$ cat src/rtl/scan_bist_pkg.sv
package scan_bist_pkg;
  typedef enum logic [1:0] {
    ST_IDLE  = 2'd0,
    ST_SHIFT = 2'd1,
    ST_CAPT  = 2'd2,
    ST_DONE  = 2'd3
  } bist_state_e;
endpackage

$ cat src/rtl/bist_lfsr_src.sv
module bist_lfsr_src #(
  parameter int          LFSR_W     = 32,
  parameter int          NUM_CHAINS = 25,
  parameter logic [31:0] TAPS       = 32'h8020_0003,
  parameter logic [31:0] SEED       = 32'h1D87_2B41
) (
  input  logic                  clk,
  input  logic                  rst,
  input  logic                  seed_load,
  input  logic                  step,
  output logic [NUM_CHAINS-1:0] chain_in
);
  logic [LFSR_W-1:0] s_q;
  logic              fb;

  assign fb = ^(s_q & TAPS[LFSR_W-1:0]);

  always_ff @(posedge clk) begin
    if (rst || seed_load) s_q <= SEED[LFSR_W-1:0];
    else if (step)        s_q <= {s_q[LFSR_W-2:0], fb};
  end

  // Each chain input mixes three distinct generator stages.
  for (genvar c = 0; c < NUM_CHAINS; c++) begin : g_phase
    localparam int TA = c % LFSR_W;
    localparam int TB = (7 * c + 3) % LFSR_W;
    localparam int TC = (13 * c + 10) % LFSR_W;
    assign chain_in[c] = s_q[TA] ^ s_q[TB] ^ s_q[TC];
  end


  lfsr_nonzero_chk: assert property (@(posedge clk) disable iff (rst) s_q != '0);

  lfsr_hold_chk: assert property (@(posedge clk) disable iff (rst)
    (!step && !seed_load) |=> $stable(s_q));
endmodule

$ cat src/rtl/bist_misr.sv
module bist_misr #(
  parameter int             W    = 25,
  parameter logic [W-1:0]   POLY = W'(9)
) (
  input  logic         clk,
  input  logic         rst,
  input  logic         clear,
  input  logic         en,
  input  logic [W-1:0] din,
  output logic [W-1:0] sig
);
  logic [W-1:0] m_q;
  logic [W-1:0] m_next;

  always_comb begin
    m_next = {m_q[W-2:0], 1'b0} ^ din;
    if (m_q[W-1]) m_next = m_next ^ POLY;
  end

  always_ff @(posedge clk) begin
    if (rst || clear) m_q <= '0;
    else if (en)      m_q <= m_next;
  end

  assign sig = m_q;


  misr_hold_chk: assert property (@(posedge clk) disable iff (rst)
    (!en && !clear) |=> $stable(m_q));

  misr_clear_chk: assert property (@(posedge clk) disable iff (rst)
    clear |=> (m_q == '0));
endmodule

$ cat src/rtl/bist_seq.sv
module bist_seq
  import scan_bist_pkg::*;
#(
  parameter int CHAIN_LEN = 200,
  parameter int PAT_W     = 8
) (
  input  logic             clk,
  input  logic             rst,
  input  logic             start,
  input  logic [PAT_W-1:0] pattern_count,
  output logic             scan_en,
  output logic             capture,
  output logic             done,
  output logic             misr_en,
  output logic             misr_clr,
  output logic             lfsr_load,
  output logic             lfsr_step
);
  localparam int CNT_W = (CHAIN_LEN > 1) ? $clog2(CHAIN_LEN) : 1;
  localparam logic [CNT_W-1:0] LAST = CNT_W'(CHAIN_LEN - 1);

  bist_state_e      state_q;
  logic [CNT_W-1:0] cnt_q;
  logic [PAT_W-1:0] pass_q;
  logic [PAT_W-1:0] npat_q;

  always_ff @(posedge clk) begin
    if (rst) begin
      state_q <= ST_IDLE;
      cnt_q   <= '0;
      pass_q  <= '0;
      npat_q  <= '0;
    end else if (start) begin
      state_q <= ST_SHIFT;
      cnt_q   <= '0;
      pass_q  <= '0;
      npat_q  <= pattern_count;
    end else begin
      case (state_q)
        ST_SHIFT: begin
          if (cnt_q == LAST) begin
            cnt_q   <= '0;
            state_q <= (pass_q == npat_q) ? ST_DONE : ST_CAPT;
          end else begin
            cnt_q <= cnt_q + 1'b1;
          end
        end
        ST_CAPT: begin
          pass_q  <= pass_q + 1'b1;
          state_q <= ST_SHIFT;
        end
        default: state_q <= state_q;
      endcase
    end
  end

  assign scan_en   = (state_q == ST_SHIFT);
  assign capture   = (state_q == ST_CAPT);
  assign done      = (state_q == ST_DONE);
  assign misr_en   = (state_q == ST_SHIFT) && (pass_q != '0);
  assign misr_clr  = start;
  assign lfsr_load = start;
  assign lfsr_step = (state_q == ST_SHIFT);


  no_overflow_chk: assert property (@(posedge clk) disable iff (rst)
    cnt_q <= LAST);

  strobe_excl_chk: assert property (@(posedge clk) disable iff (rst)
    !(scan_en && capture));

  capture_single_chk: assert property (@(posedge clk) disable iff (rst)
    capture |=> (scan_en && !capture));

  pass_bound_chk: assert property (@(posedge clk) disable iff (rst)
    pass_q <= npat_q);

  done_hold_chk: assert property (@(posedge clk) disable iff (rst)
    (done && !start) |=> done);
endmodule

$ cat src/rtl/scan_bist_ctrl.sv
module scan_bist_ctrl #(
  parameter int                   NUM_CHAINS = 25,
  parameter int                   CHAIN_LEN  = 200,
  parameter int                   PAT_W      = 8,
  parameter int                   LFSR_W     = 32,
  parameter logic [31:0]          SEED       = 32'h1D87_2B41,
  parameter logic [NUM_CHAINS-1:0] POLY      = NUM_CHAINS'(9)
) (
  input  logic                  clk,
  input  logic                  rst,
  input  logic                  start,
  input  logic [PAT_W-1:0]      pattern_count,
  input  logic [NUM_CHAINS-1:0] chain_out,
  output logic [NUM_CHAINS-1:0] chain_in,
  output logic                  scan_en,
  output logic                  capture,
  output logic                  done,
  output logic [NUM_CHAINS-1:0] signature
);
  logic misr_en, misr_clr, lfsr_load, lfsr_step;

  bist_seq #(.CHAIN_LEN(CHAIN_LEN), .PAT_W(PAT_W)) u_seq (
    .clk(clk), .rst(rst), .start(start), .pattern_count(pattern_count),
    .scan_en(scan_en), .capture(capture), .done(done),
    .misr_en(misr_en), .misr_clr(misr_clr),
    .lfsr_load(lfsr_load), .lfsr_step(lfsr_step)
  );

  bist_lfsr_src #(.LFSR_W(LFSR_W), .NUM_CHAINS(NUM_CHAINS), .SEED(SEED)) u_src (
    .clk(clk), .rst(rst), .seed_load(lfsr_load), .step(lfsr_step),
    .chain_in(chain_in)
  );

  bist_misr #(.W(NUM_CHAINS), .POLY(POLY)) u_misr (
    .clk(clk), .rst(rst), .clear(misr_clr), .en(misr_en),
    .din(chain_out), .sig(signature)
  );


  sig_frozen_chk: assert property (@(posedge clk) disable iff (rst)
    (done && !start) |=> $stable(signature));

  sig_capt_chk: assert property (@(posedge clk) disable iff (rst)
    (capture && !start) |=> $stable(signature));
endmodule

$ cat config.mk
export PLATFORM = sky130hd
export DESIGN_NAME = scan_bist_ctrl
export DESIGN_NICKNAME = d
export VERILOG_FILES = /design/src/rtl/scan_bist_pkg.sv /design/src/rtl/bist_lfsr_src.sv /design/src/rtl/bist_misr.sv /design/src/rtl/bist_seq.sv /design/src/rtl/scan_bist_ctrl.sv
export SDC_FILE = /design/constraint.sdc
export NUM_CORES = 1
export LEC_CHECK = 0
export ABC_AREA = 1
export ABC_CLOCK_PERIOD_IN_PS = 1700
export BUFFER_PORTS_ARGS = -buffer_cell sky130_fd_sc_hd__buf_4
export CAP_MARGIN = 0
export CORE_AREA = 2 2 119 121
export DETAILED_ROUTE_END_ITERATION = 8
export DIE_AREA = 0 0 121 123
export HOLD_SLACK_MARGIN = 0.06
export PLACE_DENSITY_LB_ADDON = 0.2
export SLEW_MARGIN = 20
export SYNTH_ARGS = -nofsm -noshare
export SYNTH_HDL_FRONTEND = slang
export SYNTH_SLANG_ARGS = --single-unit
$ cat constraint.sdc
create_clock -name clk -period 1.7 [get_ports clk]
set_clock_uncertainty 0.15 [all_clocks]
set_input_delay 0.17 -clock clk [delete_from_list [all_inputs] [get_ports clk]]
set_output_delay 0.17 -clock clk [all_outputs]
set_load 0.005 [all_outputs]
======== Yosys cells after proc, flatten, opt, wreduce, memory -nomap -nowiden ========
Index checks and enable logic that the tools add are counted.
word-level totals
  flip-flop bits (word level) ............. 83
  memory bits (writable) .................. 0
  ROM bits ................................ 0
  bits in latches ......................... 0
  input port bits ......................... 36
  memories ................................ 0
  output and inout port bits .............. 53
operators by class
  bitwise operators ....................... 52
  add/subtract/negate cells ............... 2
  multipliers ............................. 0
  $lt $le $gt $ge ......................... 0
  mux-type cells .......................... 6
  equal/unequal tests ..................... 7
  shift-type cells ........................ 0
  reductions and logical operators ........ 9
  div/mod/pow operators ................... 0
operator list
  operator                                                         count
  1-bit XOR                                                        50
  32-bit parity                                                    1
  25-bit XOR                                                       1
  8-bit by 1-bit adder with 8-bit output, second input constant    2
  8-bit == test                                                    1
  8-bit == test, second input constant                             1
  8-bit 2-to-1 mux                                                 1
  8-bit nonzero test                                               1
  2-bit == test, second input constant                             2
  4-bit 2-to-1 mux                                                 1
  2-bit one-hot mux with 2 select lines                            1
  2-bit AND reduction                                              2
  3-bit by 2-bit != test with 1-bit output, second input constant  1
  3-bit nonzero test                                               1
  2-bit by 1-bit == test with 1-bit output, second input constant  1
  1-bit 2-to-1 mux                                                 2
  2-bit 2-to-1 mux                                                 1
  2-bit by 1-bit != test with 1-bit output, second input constant  1
  2-bit inverter                                                   1
  2-bit nonzero test                                               1
  2-bit OR reduction                                               1
  1-bit logical AND                                                1
  1-bit logical OR                                                 1

======== Longest topological paths before layout ========
Gate-level depths: netlist of run 1.
  depth in word-level cells ............... 5
  mapped depth ............................ 9
  depth with buffers taken out ............ 9

======== Cells and area by module ========
Synthesis of run 1 repeated with hierarchy kept, for this count alone.
unflattened totals
  cells, all modules ...................... 575
  area total of the unflattened synthesis .. 4,384.2 um^2
modules (own cells, without submodules)
  module         times used  cells each  sequential area each (um^2)  area each (um^2)
  bist_lfsr_src  1           217         640.6                        1,795.5
  bist_seq       1           192         520.5                        1,341.3
  bist_misr      1           166         500.5                        1,247.4

======== Worst setup path after synthesis of run 1 ========
Ideal clock, no wire load.
  path type ............................... reg-to-reg
  from .................................... reg u_seq.pass_q[0]
  to ...................................... reg u_misr.m_q[10] (netlist: u_misr.sig[10])
  data arrival time ....................... 1.127 ns
  cell stages (with the launch flop) ...... 8
  path slack .............................. 0.308 ns
  buffers on the path ..................... 1
  cells stage by stage .................... dfxtp_1 -> inv_1 -> ha_1 -> nand4_1 -> nand2_2 -> buf_2 -> o21ai_0 -> nor2_1
between the ends
  cells in the longest elaborated chain, start to end .. 2
ends and longest elaborated chain
  item                    RTL line         source
  start, declared         bist_seq.sv:24   logic [PAT_W-1:0] pass_q;
  start signal, assigned  bist_seq.sv:49   pass_q <= pass_q + 1'b1;
  8-bit nonzero test      bist_seq.sv:60   assign misr_en = (state_q == ST_SHIFT) && (pass_q != '0);
  1-bit logical AND       bist_seq.sv:60
  end signal, assigned    bist_misr.sv:22  else if (en) m_q <= m_next;
  end, declared           bist_misr.sv:12  logic [W-1:0] m_q;
No other way between the ends.
A chain may end at the register's enable or synchronous reset.

======== Worst setup path in the final report of run 1 ========
  from .................................... reg u_seq.state_q[0]
  to ...................................... out scan_en
between the ends
  cells in the longest elaborated chain, start to end .. 1
ends and longest elaborated chain
  item                                      RTL line              source
  start, declared                           bist_seq.sv:22        bist_state_e state_q;
  start signal, assigned                    bist_seq.sv:43        state_q <= (pass_q == npat_q) ? ST_DONE : ST_CAPT;
  start signal, assigned                    bist_seq.sv:52        default: state_q <= state_q;
  2-bit by 1-bit == test with 1-bit output  bist_seq.sv:57        assign scan_en = (state_q == ST_SHIFT);
  end, declared                             scan_bist_ctrl.sv:15  output logic scan_en,
No other way between the ends.

==> summary.md, run 1 <==
| Metric | Value |
|---|---|
| Gp weighted congestion | `approximately 0.8` |
| Warnings, synthesis | `0` |
| DRC viols | `0` |
| Status | `finished clean` |
| Final period util | `94.63%` |
| Hold Crit Class | `in -> reg` |
| Antenna viol nets, final | `0` |
| CTS tree | `built` |
| Post-synthesis compound-gate area fraction | `about 8.7%` |
| Internal power | `3.531 mW` |
| Post-DR vias/cell | `4.387` |
| Worst endpoint required time | `1.38 ns` |
| Slew Viols, Final | `0` |
| Worst-Skew Late Latency | `0.34 ns` |
| FMAX | `around 620 MHz` |
| Element type at the critical path end | `output port` |
| 1st-pass router iterations | `4` |
| Commonest non-fill, non-tap cells in the layout | `nor2_1, buf_4, nand2_1` |
| Adder-Cell Fraction of Synth Area | `0.9443%` |
| Detailed Place HPWL | `around 7000 µm` |
| Wire per inst | `about 12 µm` |
| Slew margin rel. | `75.64%` |
| Layout cells sized above 1 | `20.47%` |
| Chip height | `~120 µm` |
| Clk pin slew, worst setup/hold paths | `roughly 0.07 ns` |
| Clock power frac | `43.0%` |
| Row count | `43` |
| CP cell instances | `inv_2, nor2_4, buf_4, buf_4` |
| Max Root-Sink Buffers | `2` |
| Number of synthesized flops with an enable pin | `0` |
| Crit path top cell by count | `buf_4` |
| Final setup viols | `0` |
| Initial Utilization | `29.20%` |
| Max_cap viols | `0` |
| Clock sink count | `83` |
| Power Density | `approximately 850 nW/µm²` |
| Vias | `around 3600` |
| Synth cell types | `26` |
| Post-synthesis mux area share | `0%` |
| Filler cells | `between 1000 and 1500` |
| Largest net degree at the start of global routing | `35` |
| Sw Pwr | `1.142 mW` |
| Netlist Area Pre-Place | `3975 µm²` |
| Endpoints failing hold | `0` |
| Die width | `~120 µm` |
| Combinational fraction of design power | `13.0%` |
| Post-placement cell count | `779` |
| Minimum clock period after layout | `roughly 1.6 ns` |
| GRT Total Usage | `13.97%` |
| Max incr delay on CP | `0.34 ns` |
| CTS Buf Count | `9` |
| H-Tree Depth | `3` |
| Worst r2r path cells | `7` |
| Syn_area_per_cell | `around 7.5 µm²` |
| RSZ-0062 raised after global routing | `false` |
| Crit path DAT | `roughly 1.3 ns` |
| Largest family of logic cells by synthesized area | `simple AND/OR/NAND/NOR gates` |
| Simple-gate portion of the synthesized area | `23.98%` |
| Crit-path max FO | `15` |
| Commonest non-fill, non-tap cell in the layout | `nor2_1` |
| Initial antenna violation count | `0` |
| Gate Count Post-Synth | `~530` |
| Top FF cell, synth | `dfxtp_1` |
| Slowest CP cell | `dfxtp_1` |
| Seq/Total Area, Yosys | `41.80%` |
| Antenna fix cells | `0` |
| Overflow after GRT | `0` |
| Routed wire length | `9872 µm` |
| Vias in the first global route | `3458` |
| Number of synthesized register bits | `83` |
| DR iter-0 viols | `~180` |
| Post-synthesis xor/xnor area fraction | `18.73%` |
| Core Region | `13610 µm²` |
| VDD IR-drop max | `0.5012 mV` |
| Ports | `89` |
| Number of port buffers | `88` |
| Worst slew pin tran | `0.3649 ns` |
| Syn Nets | `566` |
| Critical path class | `reg -> out` |
| Critical Path Source Type | `flip-flop` |
| Hold path depth | `4` |
| Setup TNS | `0 ns` |
| Static Leak | `~2.3 nW` |
| Final Instance Count excl. Fillers | `825` |
| Share of synthesized flip-flops with an asynchronous set or reset | `0%` |
| Die area | `around 15000 µm²` |
| Sw Ratio | `24.44%` |
| Root Driver | `clkbuf_16` |
| Area growth from synthesis to layout | `37.65%` |
| Net count reported at finish | `about 680` |
| Sequential share of power | `44.0%` |
| First-pass GRT wire length | `16500 µm` |
==> state kept, by name, indices dropped and copies added (netlist names) <==
name	cells
u_misr.sig	25
u_seq.cnt_q	8
u_src.s_q	32
u_seq.state_q	2
u_seq.npat_q	8
u_seq.pass_q	8
==> power groups by stage <==
stage | Combinational, mW | Clock (mW) | Sequential (mW)
CTS | 0.616 | 2.06 | 2.06
floorplan | 0.327 | 0 | 2.07
global placement | 0.555 | 0 | 2.10
detailed placement | 0.559 | 0 | 2.10
finish | 0.607 | 2.01 | 2.06
global route | 0.681 | 2.16 | 2.06
==> cells by family (layout without fill, tap and decap cells) <==
logic type / Yosys count / in the layout
flops: 83 / 83
xor+xnor: 85 / 85
fa+ha+maj: 3 / 3
buf+inv: 57 / 175
simple gates: 233 / 233
compound gates: 66 / 66
==> final cells by class <==
| class | instances | area, µm² | area share, % |
|---|---|---|---|
| clock inverters | 6 | 71.32 | 1.303 |
| well taps | 180 | 225.2 | 4.116 |
| inverters | 29 | 111.4 | 2.035 |
| multi-input cells | 387 | 2082 | 38.05 |
| repair buffers | 130 | 1076 | 19.67 |
| flip-flops and latches | 83 | 1667 | 30.46 |
| clock buffers | 10 | 239.0 | 4.368 |
==> repair_timing <==
action                                  4_1_cts  5_1_grt
hold endpoints to repair                     26        0
endpoints found under the setup margin        0       21
hold buffers                                 30        0
resized for setup                             0        8
setup buffers                                 0        0
==> worst paths after layout <==
path	start	endpoint	slack, ns
setup / recovery	u_seq.state_q[0]	scan_en	0.09
hold / removal	chain_out[4]	u_misr.sig[4]	0.06
setup reg to reg	u_seq.pass_q[0]	u_misr.sig[0]	0.11
hold reg to reg	u_seq.npat_q[1]	u_seq.npat_q[1]	0.33
==> per-stage QoR <==
step	util [%]	worst slack, ns	hold WS (ns)	power [mW]	area (µm²)
after floorplan	-	0.3077	0.1605	2.399	3975
after global placement	35.64	0.1489	0.2892	2.654	4851
after detailed placement	35.64	0.07331	0.2897	2.660	4851
after CTS	40.12	0.03389	0.06087	4.731	5461
after global routing	40.20	0.01285	0.07731	4.905	5472
final	40.20	0.09132	0.06073	4.673	5472
==> synthesized netlist by cell type, types with 7 or more instances <==
library cell  instances  area [µm²]
a21oi_1              16       80.08
buf_2                 7       35.03
nor2_1              110       412.9
o21ai_1               7       35.03
clkbuf_1             17       63.81
nand2_1              87       326.6
o21ai_0              37       185.2
dfxtp_1              83        1662
inv_1                25       93.84
xor2_1               30       262.8
xnor2_1              55       481.7
nand3_1              22       110.1
==> routing by layer <==
layer | share of wire (%) | track usage (%)
met1 | 44 | 16.36
met2 | 50 | 24.26
met3 | 3.5 | 2.491
met4 | 2.4 | 7.558
met5 | 0 | 0
==> critical path, delay by kind of cell, from the launching register on <==
kind	cells	cell delay, ns
buffers and inverters	3	0.44
flip-flops	1	0.34
AND/OR/NAND/NOR	1	0.18
Note: power is estimated with default switching activity, not from simulation.
==> run 2, diff against run 1 <==
Settings changed: PLACE_DENSITY_LB_ADDON 0.2 to default.
==> run 2 against run 1 <==
Total power decreased by 3.2%. Die area is the same. Design area fell by 0.94%. Register-to-register slack barely moved. Largest cell class unchanged.
==> summary.md, run 2 (synthesis results as in run 1) <==
| Metric | Value |
|---|---|
| Core Region | `13610 µm² (unchanged)` |
| Detailed Place HPWL | `6985 µm (-2.8%)` |
| Post-placement cell count | `775 (-0.51%)` |
| Element type at the critical path end | `output port` |
| Die area | `14880 µm² (unchanged)` |
| Routed wire length | `9496 µm (-3.8%)` |
| Final setup viols | `0 (unchanged)` |
| Worst slew pin tran | `0.3888 ns (+0.02390 ns)` |
| Hold Crit Class | `in -> reg` |
| Status | `finished clean` |
| 1st-pass router iterations | `6 (+2)` |
| H-Tree Depth | `3 (unchanged)` |
| DRC viols | `0 (unchanged)` |
| Commonest non-fill, non-tap cell in the layout | `nor2_1` |
| FMAX | `625.9 MHz (+0.68%)` |
| Clk pin slew, worst setup/hold paths | `0.06 ns (about the same)` |
| Dpl cell area | `4821 µm² (-0.62%)` |
| Vias in the first global route | `3294 (-4.7%)` |
| Vias | `3570 (-1.4%)` |
| Area growth from synthesis to layout | `36.36%` |
| GRT Total Usage | `12.78% (-1.2 points)` |
| Commonest non-fill, non-tap cells in the layout | `nor2_1, buf_4, nand2_1` |
| VDD IR-drop max | `0.4697 mV (-6.3%)` |
| Max Root-Sink Buffers | `2 (unchanged)` |
| CTS Buf Count | `9 (unchanged)` |
| Layout cells sized above 1 | `19.03% (-1.4 points)` |
| Gp weighted congestion | `0.7941 (-0.61%)` |
| Die width | `121 µm (unchanged)` |
| Final period util | `93.99% (-0.64 points)` |
| Chip height | `123 µm (unchanged)` |
| Setup WS pre-CTS | `0.04998 ns (-0.02333 ns)` |
| Critical Path Source Type | `flip-flop` |
| Max FFs per register | `32 (unchanged)` |
| Slew Viols, Final | `0 (unchanged)` |
| Antenna viol nets, final | `0 (unchanged)` |
| Post-CTS Setup Repair Bufs | `0 (unchanged)` |
| Critical path class | `reg -> out` |
| Minimum clock period after layout | `1.598 ns (-0.01089 ns)` |
| Worst endpoint required time | `1.38 ns (about the same)` |
| Power Density | `834.5 nW/µm² (-2.3%)` |
| Tot Pwr | `4.523 mW (-3.2%)` |
| Initial Utilization | `29.20% (unchanged)` |
| RSZ-0062 raised after global routing | `false` |
| CTS tree | `built` |
| Net count reported at finish | `676 (-0.44%)` |
| Setup TNS | `0 ns (unchanged)` |
| Antenna fix cells | `0 (unchanged)` |
| Crit path DAT | `1.28 ns (about the same)` |
| Overflow after GRT | `0 (unchanged)` |
| Row count | `43 (unchanged)` |
| Clock sink count | `83 (unchanged)` |
| Number of port buffers | `88 (unchanged)` |
| Wire per inst | `11.57 µm (-3.3%)` |
| Worst-Skew Late Latency | `0.33 ns (about the same)` |
| Setup ws final | `0.1022 ns (+0.01089 ns)` |
| Static Leak | `2.265 nW (-1.1%)` |
| Cell area after layout | `5420 µm² (-0.94%)` |
| Slew margin rel. | `74.05% (-1.6 points)` |
| Crit-path max FO | `5 (-10)` |
| Largest net degree at the start of global routing | `35 (unchanged)` |
| Endpoints failing hold | `0 (unchanged)` |
| First-pass GRT wire length | `15340 µm (-7.1%)` |
| Largest reg by FF count | `u_src.s_q` |
| Max_cap viols | `0 (unchanged)` |
| Root Driver | `clkbuf_16` |
| Initial antenna violation count | `0 (unchanged)` |
| Post-DR vias/cell | `4.348 (-0.87%)` |
| DR iter-0 viols | `154 (-13%)` |
| Ports | `89 (unchanged)` |
| Final Instance Count excl. Fillers | `821 (-0.48%)` |
## run 2: changes by cell type in the layout (fill, tap and decap cells not counted), moves of 2 or more
cell	delta
dfxtp_1	+3
clkinv_2	+2
dfxtp_2	-3
clkbuf_1	+3
inv_6	-2
buf_4	-5
clkinvlp_4	-2
## run 2: cell type report
class | count | area [µm²]
fillers | 1398 | 8192
well taps | 180 | 225.2
clock buffers | 12 | 236.5
inverters | 29 | 111.4
clock inverters | 3 | 40.04
flip-flops and latches | 83 | 1663
repair buffers | 127 | 1060
multi-input cells | 387 | 2085
## run 2: where the power goes
part,total (mW),leakage (nW),switching [mW],internal [mW]
Sequential,2.06,0.675,0.0636,1.99
Combinational,0.610,1.45,0.261,0.349
Clock,1.86,0.136,0.729,1.13
## run 2: worst max-delay path: stages, from the launching register on
cell	delay, ns
dfxtp_1	0.49
xnor2_1	0.17
xor2_1	0.16
buf_4	0.13
## run 2: through the flow
| step | util [%] | hold slack, ns |
|---|---|---|
| floorplan | - | 0.1605 |
| global placement | 35.42 | 0.2904 |
| detailed placement | 35.42 | 0.2906 |
| CTS | 39.76 | 0.06686 |
| global route | 39.82 | 0.09481 |
| finish | 39.82 | 0.06802 |
## run 2: metal layers
layer  track usage, %  vias to the layer above  wire (µm)  part of all wire, %
met3            2.952                        6        451                  4.7
met1            15.77                     1611       4324                   46
met4            3.270                        0         66                 0.70
li1                 -                     1866          -                    -
met5                0                        -          0                    0
met2            22.47                       87       4653                   49
## run 2: repair_timing
| item | in CTS | in global routing |
|---|---|---|
| setup endpoints to repair | 1 | 30 |
| gates resized for setup | 1 | 5 |
| hold buffers | 31 | 0 |
| endpoints found under the hold margin | 27 | 0 |
## run 2: worst paths after layout
check | slack [ns] | endpoint | depth (start not counted) | startpoint
worst min register to register | 0.33 | u_seq.npat_q[4] | 2 | u_seq.npat_q[4]
worst max register to register | 0.12 | u_misr.sig[15] | 7 | u_seq.pass_q[0]
worst max-delay path | 0.10 | chain_in[18] | 3 | u_src.s_q[20]
worst min-delay path | 0.07 | u_misr.sig[16] | 4 | chain_out[16]
